**config.mk**
```make
export PLATFORM = sky130hd
export DESIGN_NAME = prio_icu
export DESIGN_NICKNAME = d
export VERILOG_FILES = /design/src/rtl/prio_icu_pkg.sv /design/src/rtl/prio_icu_arb.sv /design/src/rtl/prio_icu_ctrl.sv /design/src/rtl/prio_icu_dp.sv /design/src/rtl/prio_icu.sv
export SDC_FILE = /design/constraint.sdc
export NUM_CORES = 1
export LEC_CHECK = 0
export ABC_AREA = 1
export BUFFER_PORTS_ARGS = -buffer_cell sky130_fd_sc_hd__buf_2
export CORE_MARGIN = 3
export CORE_UTILIZATION = 53
export CTS_CLUSTER_DIAMETER = 30
export DETAILED_ROUTE_END_ITERATION = 7
export PLACE_DENSITY = 0.82
export SYNTH_ARGS = -nofsm -noshare
export SYNTH_HDL_FRONTEND = slang
export SYNTH_SLANG_ARGS = --single-unit
```
**constraint.sdc**
```tcl
create_clock -name clk -period 9.6 [get_ports clk]
set_input_delay 0.48 -clock clk [delete_from_list [all_inputs] [get_ports clk]]
set_output_delay 0.48 -clock clk [all_outputs]
set_load 0.02 [all_outputs]
```
**src/rtl/prio_icu_pkg.sv**
```systemverilog
package prio_icu_pkg;
  localparam int LVL_W = 3;
  localparam int NUM_LVL = 1 << LVL_W;
  localparam logic [LVL_W-1:0] LVL_IDLE = '1;
  localparam logic [7:0] CTRL_RESET = 8'h87;

  // bit positions of the control register
  localparam int B_GATE = 7;
  localparam int B_TLPEND = 6;
  localparam int B_TLMODE = 5;
  localparam int B_IEN = 4;
  localparam int B_NEST = 3;

  typedef struct packed {
    logic takeReq;
    logic takeTop;
    logic ienSet;
    logic ienClr;
    logic restore;
  } icuStb_t;
endpackage

```
**src/rtl/prio_icu_arb.sv**
```systemverilog
module prio_icu_arb
  import prio_icu_pkg::*;
#(
  parameter int NUM_REQ = 8,
  localparam int IDX_W = (NUM_REQ > 1) ? $clog2(NUM_REQ) : 1
) (
  input  logic [NUM_REQ-1:0]       reqPend,
  input  logic [NUM_REQ*LVL_W-1:0] reqLvl,
  input  logic [LVL_W-1:0]         cpl,
  output logic                     found,
  output logic [IDX_W-1:0]         winIdx,
  output logic [LVL_W-1:0]         winLvl
);
  logic [LVL_W-1:0] lvl [NUM_REQ];
  logic [NUM_REQ-1:0] elig;

  for (genvar g = 0; g < NUM_REQ; g++) begin : g_req
    assign lvl[g]  = reqLvl[g*LVL_W +: LVL_W];
    assign elig[g] = reqPend[g] && (lvl[g] < cpl);
  end

  // strict less-than keeps the lowest index on equal levels
  always_comb begin
    found  = 1'b0;
    winIdx = '0;
    winLvl = '1;
    for (int i = 0; i < NUM_REQ; i++) begin
      if (elig[i] && (!found || lvl[i] < winLvl)) begin
        found  = 1'b1;
        winIdx = IDX_W'(i);
        winLvl = lvl[i];
      end
    end
  end
endmodule

```
**src/rtl/prio_icu_ctrl.sv**
```systemverilog
module prio_icu_ctrl
  import prio_icu_pkg::*;
#(
  parameter int NUM_REQ = 8,
  localparam int IDX_W = (NUM_REQ > 1) ? $clog2(NUM_REQ) : 1
) (
  input  logic             clk,
  input  logic             rstN,
  input  logic             instBound,
  input  logic             topMask,
  input  logic             retStb,
  input  logic             eiStb,
  input  logic             diStb,
  input  logic             ien,
  input  logic             tlPend,
  input  logic             tlMode,
  input  logic             nestMode,
  input  logic             found,
  input  logic [IDX_W-1:0] winIdx,
  output icuStb_t          stb,
  output logic             intTake,
  output logic             intTop,
  output logic [IDX_W-1:0] intIdx
);
  logic topOk;

  assign topOk = tlPend && !topMask && (!tlMode || ien);

  always_comb begin
    stb.takeTop = instBound && topOk;
    stb.takeReq = instBound && !stb.takeTop && ien && found;
    stb.ienSet  = eiStb || retStb;
    stb.ienClr  = diStb || stb.takeTop || stb.takeReq;
    stb.restore = retStb && nestMode;
  end

  always_ff @(posedge clk or negedge rstN) begin
    if (!rstN) begin
      intTake <= 1'b0;
      intTop  <= 1'b0;
      intIdx  <= '0;
    end else begin
      intTake <= stb.takeTop || stb.takeReq;
      intTop  <= stb.takeTop;
      intIdx  <= stb.takeReq ? winIdx : '0;
    end
  end

  // takes only at a boundary
  a_r12_boundary: assert property (@(posedge clk) disable iff (!rstN)
    !instBound |=> !intTake);
endmodule

```
**src/rtl/prio_icu_dp.sv**
```systemverilog
module prio_icu_dp
  import prio_icu_pkg::*;
(
  input  logic             clk,
  input  logic             rstN,
  input  logic             regWe,
  input  logic [7:0]       regWdata,
  input  logic             topReq,
  input  logic             reqAny,
  input  icuStb_t          stb,
  input  logic [LVL_W-1:0] winLvl,
  output logic             gate,
  output logic             tlPend,
  output logic             tlMode,
  output logic             ien,
  output logic             nestMode,
  output logic [LVL_W-1:0] cpl,
  output logic [7:0]       regRdata
);
  logic [NUM_LVL-1:0] nest, nestN;
  logic gateN, tlPendN, tlModeN, ienN, nestModeN;
  logic [LVL_W-1:0] cplN, restLvl;
  logic pendAny;

  assign pendAny = reqAny || tlPend;

  // most urgent marked level, or idle when none is marked
  always_comb begin
    restLvl = LVL_IDLE;
    for (int l = NUM_LVL - 2; l >= 0; l--) begin
      if (nest[l]) restLvl = LVL_W'(l);
    end
  end

  always_comb begin
    gateN     = gate;
    tlPendN   = tlPend;
    tlModeN   = tlMode;
    ienN      = ien;
    nestModeN = nestMode;
    cplN      = cpl;
    nestN     = nest;
    if (regWe) begin
      gateN     = regWdata[B_GATE];
      tlPendN   = regWdata[B_TLPEND];
      tlModeN   = regWdata[B_TLMODE];
      nestModeN = regWdata[B_NEST];
      cplN      = regWdata[LVL_W-1:0];
      if (!pendAny) ienN = regWdata[B_IEN];
    end
    if (stb.ienSet) ienN = 1'b1;
    if (stb.restore) begin
      cplN = restLvl;
      nestN[restLvl] = 1'b0;
    end
    if (stb.ienClr) ienN = 1'b0;
    if (stb.takeTop) tlPendN = 1'b0;
    if (stb.takeReq && nestMode) begin
      if (cpl != LVL_IDLE) nestN[cpl] = 1'b1;
      cplN = winLvl;
    end
    if (topReq) tlPendN = 1'b1;
    nestN[NUM_LVL-1] = 1'b0;
  end

  always_ff @(posedge clk or negedge rstN) begin
    if (!rstN) begin
      gate     <= CTRL_RESET[B_GATE];
      tlPend   <= CTRL_RESET[B_TLPEND];
      tlMode   <= CTRL_RESET[B_TLMODE];
      ien      <= CTRL_RESET[B_IEN];
      nestMode <= CTRL_RESET[B_NEST];
      cpl      <= CTRL_RESET[LVL_W-1:0];
      nest     <= '0;
    end else begin
      gate     <= gateN;
      tlPend   <= tlPendN;
      tlMode   <= tlModeN;
      ien      <= ienN;
      nestMode <= nestModeN;
      cpl      <= cplN;
      nest     <= nestN;
    end
  end

  assign regRdata = {gate, tlPend, tlMode, ien, nestMode, cpl};

  // accepted level strictly more urgent than running level
  a_r7_strict_level: assert property (@(posedge clk) disable iff (!rstN)
    stb.takeReq |-> (winLvl < cpl));
  // ordinary takes need the enable
  a_r5_enable_mask: assert property (@(posedge clk) disable iff (!rstN)
    stb.takeReq |-> ien);
  // enable is low after any take
  a_r4_take_clears: assert property (@(posedge clk) disable iff (!rstN)
    (stb.takeReq || stb.takeTop) |=> !ien);
  // replaced level is recorded
  a_r9_mark_saved: assert property (@(posedge clk) disable iff (!rstN)
    (stb.takeReq && nestMode && cpl != LVL_IDLE && !stb.restore) |=> nest[$past(cpl)]);
  // empty record unwinds to idle
  a_r10_empty_idle: assert property (@(posedge clk) disable iff (!rstN)
    (stb.restore && nest == '0 && !stb.takeReq && !regWe) |=> (cpl == LVL_IDLE));
endmodule

```
**src/rtl/prio_icu.sv**
```systemverilog
module prio_icu
  import prio_icu_pkg::*;
#(
  parameter int NUM_REQ = 8,
  parameter int NUM_TMR = 4,
  localparam int IDX_W = (NUM_REQ > 1) ? $clog2(NUM_REQ) : 1
) (
  input  logic                     clk,
  input  logic                     rstN,
  input  logic                     instBound,
  input  logic [NUM_REQ-1:0]       reqPend,
  input  logic [NUM_REQ*LVL_W-1:0] reqLvl,
  input  logic                     topReq,
  input  logic                     topMask,
  input  logic                     retStb,
  input  logic                     eiStb,
  input  logic                     diStb,
  input  logic                     regWe,
  input  logic [7:0]               regWdata,
  output logic [7:0]               regRdata,
  input  logic [NUM_TMR-1:0]       timerCe,
  output logic [NUM_TMR-1:0]       timerRun,
  output logic                     intTake,
  output logic                     intTop,
  output logic [IDX_W-1:0]         intIdx
);
  icuStb_t stb;
  logic found, gate, tlPend, tlMode, ien, nestMode;
  logic [IDX_W-1:0] winIdx;
  logic [LVL_W-1:0] winLvl, cpl;

  prio_icu_arb #(.NUM_REQ(NUM_REQ)) u_arb (
    .reqPend(reqPend), .reqLvl(reqLvl), .cpl(cpl),
    .found(found), .winIdx(winIdx), .winLvl(winLvl)
  );

  prio_icu_ctrl #(.NUM_REQ(NUM_REQ)) u_ctrl (
    .clk(clk), .rstN(rstN), .instBound(instBound), .topMask(topMask),
    .retStb(retStb), .eiStb(eiStb), .diStb(diStb),
    .ien(ien), .tlPend(tlPend), .tlMode(tlMode), .nestMode(nestMode),
    .found(found), .winIdx(winIdx), .stb(stb),
    .intTake(intTake), .intTop(intTop), .intIdx(intIdx)
  );

  prio_icu_dp u_dp (
    .clk(clk), .rstN(rstN), .regWe(regWe), .regWdata(regWdata),
    .topReq(topReq), .reqAny(|reqPend), .stb(stb), .winLvl(winLvl),
    .gate(gate), .tlPend(tlPend), .tlMode(tlMode), .ien(ien),
    .nestMode(nestMode), .cpl(cpl), .regRdata(regRdata)
  );

  assign timerRun = timerCe & {NUM_TMR{gate}};

  // register comes out of reset at its defined value
  a_r1_reset_value: assert property (@(posedge clk) disable iff (!rstN)
    !$past(rstN) |-> (regRdata == CTRL_RESET && !intTake));
  // a cleared gate stops every timer
  a_r2_gate_off: assert property (@(posedge clk) disable iff (!rstN)
    !regRdata[B_GATE] |-> (timerRun == '0));
endmodule

```
==> results.cfg <==
[final_layout]
nets = 493
antenna_cells = 0
layout-drive-gt1-share_pct = 27.6
final_core_utilization_pct = 66.3
stdcell_area_mm2 = 0.00273
final_cells = 463
syn2layout_area_growth_pct = 18.1

[route]
ant_nets = 0
routed_via_density = 5.06
wire_per_inst_um = 12.1
drt_iter0_drc = 166
wirelength_um = 5580
first_pass_iters = 5
vias = 2342
drc = 0

[setup_path]
crit_arrival_ps = 8460
setup.worst_path.start_class = register
crit_type = register to register
end_kind = register
r2r_slack_ps = 1350
critPathMaxStageDelay_ps = 580
critical_path_peak_fanout = 10
cp_num_buf_inv = 8
cpMostUsedCell = nand2_1
critPathTopFamily = simple AND/OR/NAND/NOR gates
cp_slowest_cell = dfstp_2
crit_required_ps = 9800

[cts]
clkLatencyLatePin_ps = 260
h-tree-depth = 1
ctsHoldBuffers = 0
cts_tree = done
clk_pin_slew_ps = 70
cts.path.max_buffers = 2
cts_resized = 0
root_buffer = clkbuf_8
numCtsBuffers = 3
postCtsSetupBuffers = 0
cts_sinks = 20

[pwr]
vdd_drop_max_mv = 0.0984
power.density_mw_per_mm2 = 157
leakage_nw = 1.63
finalPower_mw = 0.427

[floorplanning]
ios = 70
rows = 23
start_util_pct = 56.1
die_width_um = 72.0
die_height_um = 72.0
die_area_mm2 = 0.00519
core_mm2 = 0.00412

[place]
port_buffers = 69
place_congestion = 0.824
dpl-instance-area_mm2 = 0.00267
dp_hpwl_um = 4670
dp_slack_ps = 1380
dp.cells = 459

[synth]
yosys_warnings = 0
synth_edf_count = 0
synth.cell_area_mm2 = 0.00231
yosys.area.top_type = dfrtp_1
synth_ff_type = dfrtp_1
yosysSeqAreaShare_pct = 21.9
synth.distinct_cells = 36
postSynth.asyncResetShare_pct = 100
syn_nets = 425
ys_ff_latch = 20
synthTopCellsByArea = dfrtp_1, nand2_1, ha_1
avgSynthCellArea_um2 = 6.68
netlist.area_leader.share_pct = 17.3
synthCells = 346

[sta]
max_freq_ghz = 0.121
fin_tns_setup_ps = 0
finalHoldViolCount = 0
hold-worst-slack_ps = 148
final-setup-viol-count = 0
tightest_slew_ps = 595
period_needed_ps = 8250
fin_skew_ps = 4.67
drv_slew = 0
fin_crit_sh_pct = 86.0
maxSlewHeadroom_pct = 59.9
rsz0062_at_grt = no
postLayoutSetupSlackWorst_ps = 1350

[status]
run_status = finished clean

[worst_hold_path]
worstHoldPathType = primary input to asynchronous set/reset pin

[grt]
grt_max_degree = 21
overflow = 0
antenna_found_initial = 0
grt_use_total_pct = 21.6
grt_pass1_vias = 2077
grt_pass1_wl_um = 9160

[job]
maxCapViolations = 0
==> final timing paths <==
path	startpoint	endpoint	cells after the start
setup reg to reg	u_dp.cpl[2]	u_dp.cpl[0]	63
setup / recovery	u_dp.cpl[2]	u_dp.cpl[0]	63
max in group asynchronous	rstN	u_dp.gate	1
hold reg to reg	u_dp.gate	u_dp.gate	2
hold / removal	rstN	u_dp.nest[3]	1
min in group clk	diStb	u_dp.ien	2
==> power by group <==
group | switching [mW] | total, mW | internal, mW
logic | 0.162 | 0.259 | 0.0967
registers | 0.00916 | 0.104 | 0.0948
clock network | 0.0277 | 0.0642 | 0.0365
total | 0.199 | 0.427 | 0.228
==> layout make-up <==
type | instances | area (µm²)
multi-input combinational | 260 | 1530
fill | 382 | 1390
sequential | 20 | 505
timing repair buffer | 70 | 353
inverter | 59 | 224
tap | 50 | 62.6
clock buffer | 4 | 55.1
==> state kept, by name, indices dropped and copies added, names as in the netlist <==
name / count
u_dp.ien: 1
u_dp.nestMode: 1
u_dp.tlMode: 1
u_dp.gate: 1
u_dp.nest: 7
u_dp.tlPend: 1
u_ctrl.intTake: 1
u_ctrl.intIdx: 3
u_ctrl.intTop: 1
u_dp.cpl: 3
==> cell usage after synthesis, types with 2 or more instances <==
library cell and instances:
o21ai_0 22, o41ai_1 4, ha_1 26, or2_2 2, nand2_4 7, o21ai_2 2
dfstp_2 4, clkinv_1 2, and3_2 4, o21a_1 2, nand3_2 2, nor2_1 18
nand3_1 34, a31oi_1 3, a21oi_1 18, inv_1 55, buf_4 5, o211ai_1 5
nand2_2 13, dfrtp_1 16, nand2_1 87
==> cells by family after synthesis <==
logic type                 count (synthesis)  synth area share, %
AOI/OAI and AO/OA                         61                 15.8
and+or+nand+nor                          173                 36.3
adders and majority gates                 26                 14.1
DFF                                       20                 21.9
buffers and inverters                     66                 12.0
==> routing by layer <==
| layer | global-route usage (%) | up-vias | part of all wire, % |
|---|---|---|---|
| met5 | 0 | - | 0 |
| met3 | 3.32 | 4 | 4.2 |
| met1 | 32.4 | 1026 | 50 |
| met2 | 33.7 | 41 | 45 |
| met4 | 2.92 | 0 | 0.45 |
| li1 | - | 1271 | - |
==> cell usage in the layout (no fill, tap or decap), types with 3 or more instances in the layout <==
| cell type | netlist | routed |
|---|---|---|
| nand2_1 | 87 | 87 |
| buf_2 | 0 | 69 |
| inv_1 | 55 | 55 |
| nand3_1 | 34 | 34 |
| ha_1 | 26 | 26 |
| o21ai_0 | 22 | 22 |
| a21oi_1 | 18 | 18 |
| nor2_1 | 18 | 18 |
| dfrtp_1 | 16 | 16 |
| nand2_2 | 13 | 13 |
| nand2_4 | 7 | 7 |
| o211ai_1 | 5 | 5 |
| and3_2 | 4 | 4 |
| o41ai_1 | 4 | 4 |
| clkbuf_8 | 0 | 4 |
| dfstp_2 | 4 | 4 |
| a31oi_1 | 3 | 3 |
Note: power is estimated with default switching activity, not from simulation.
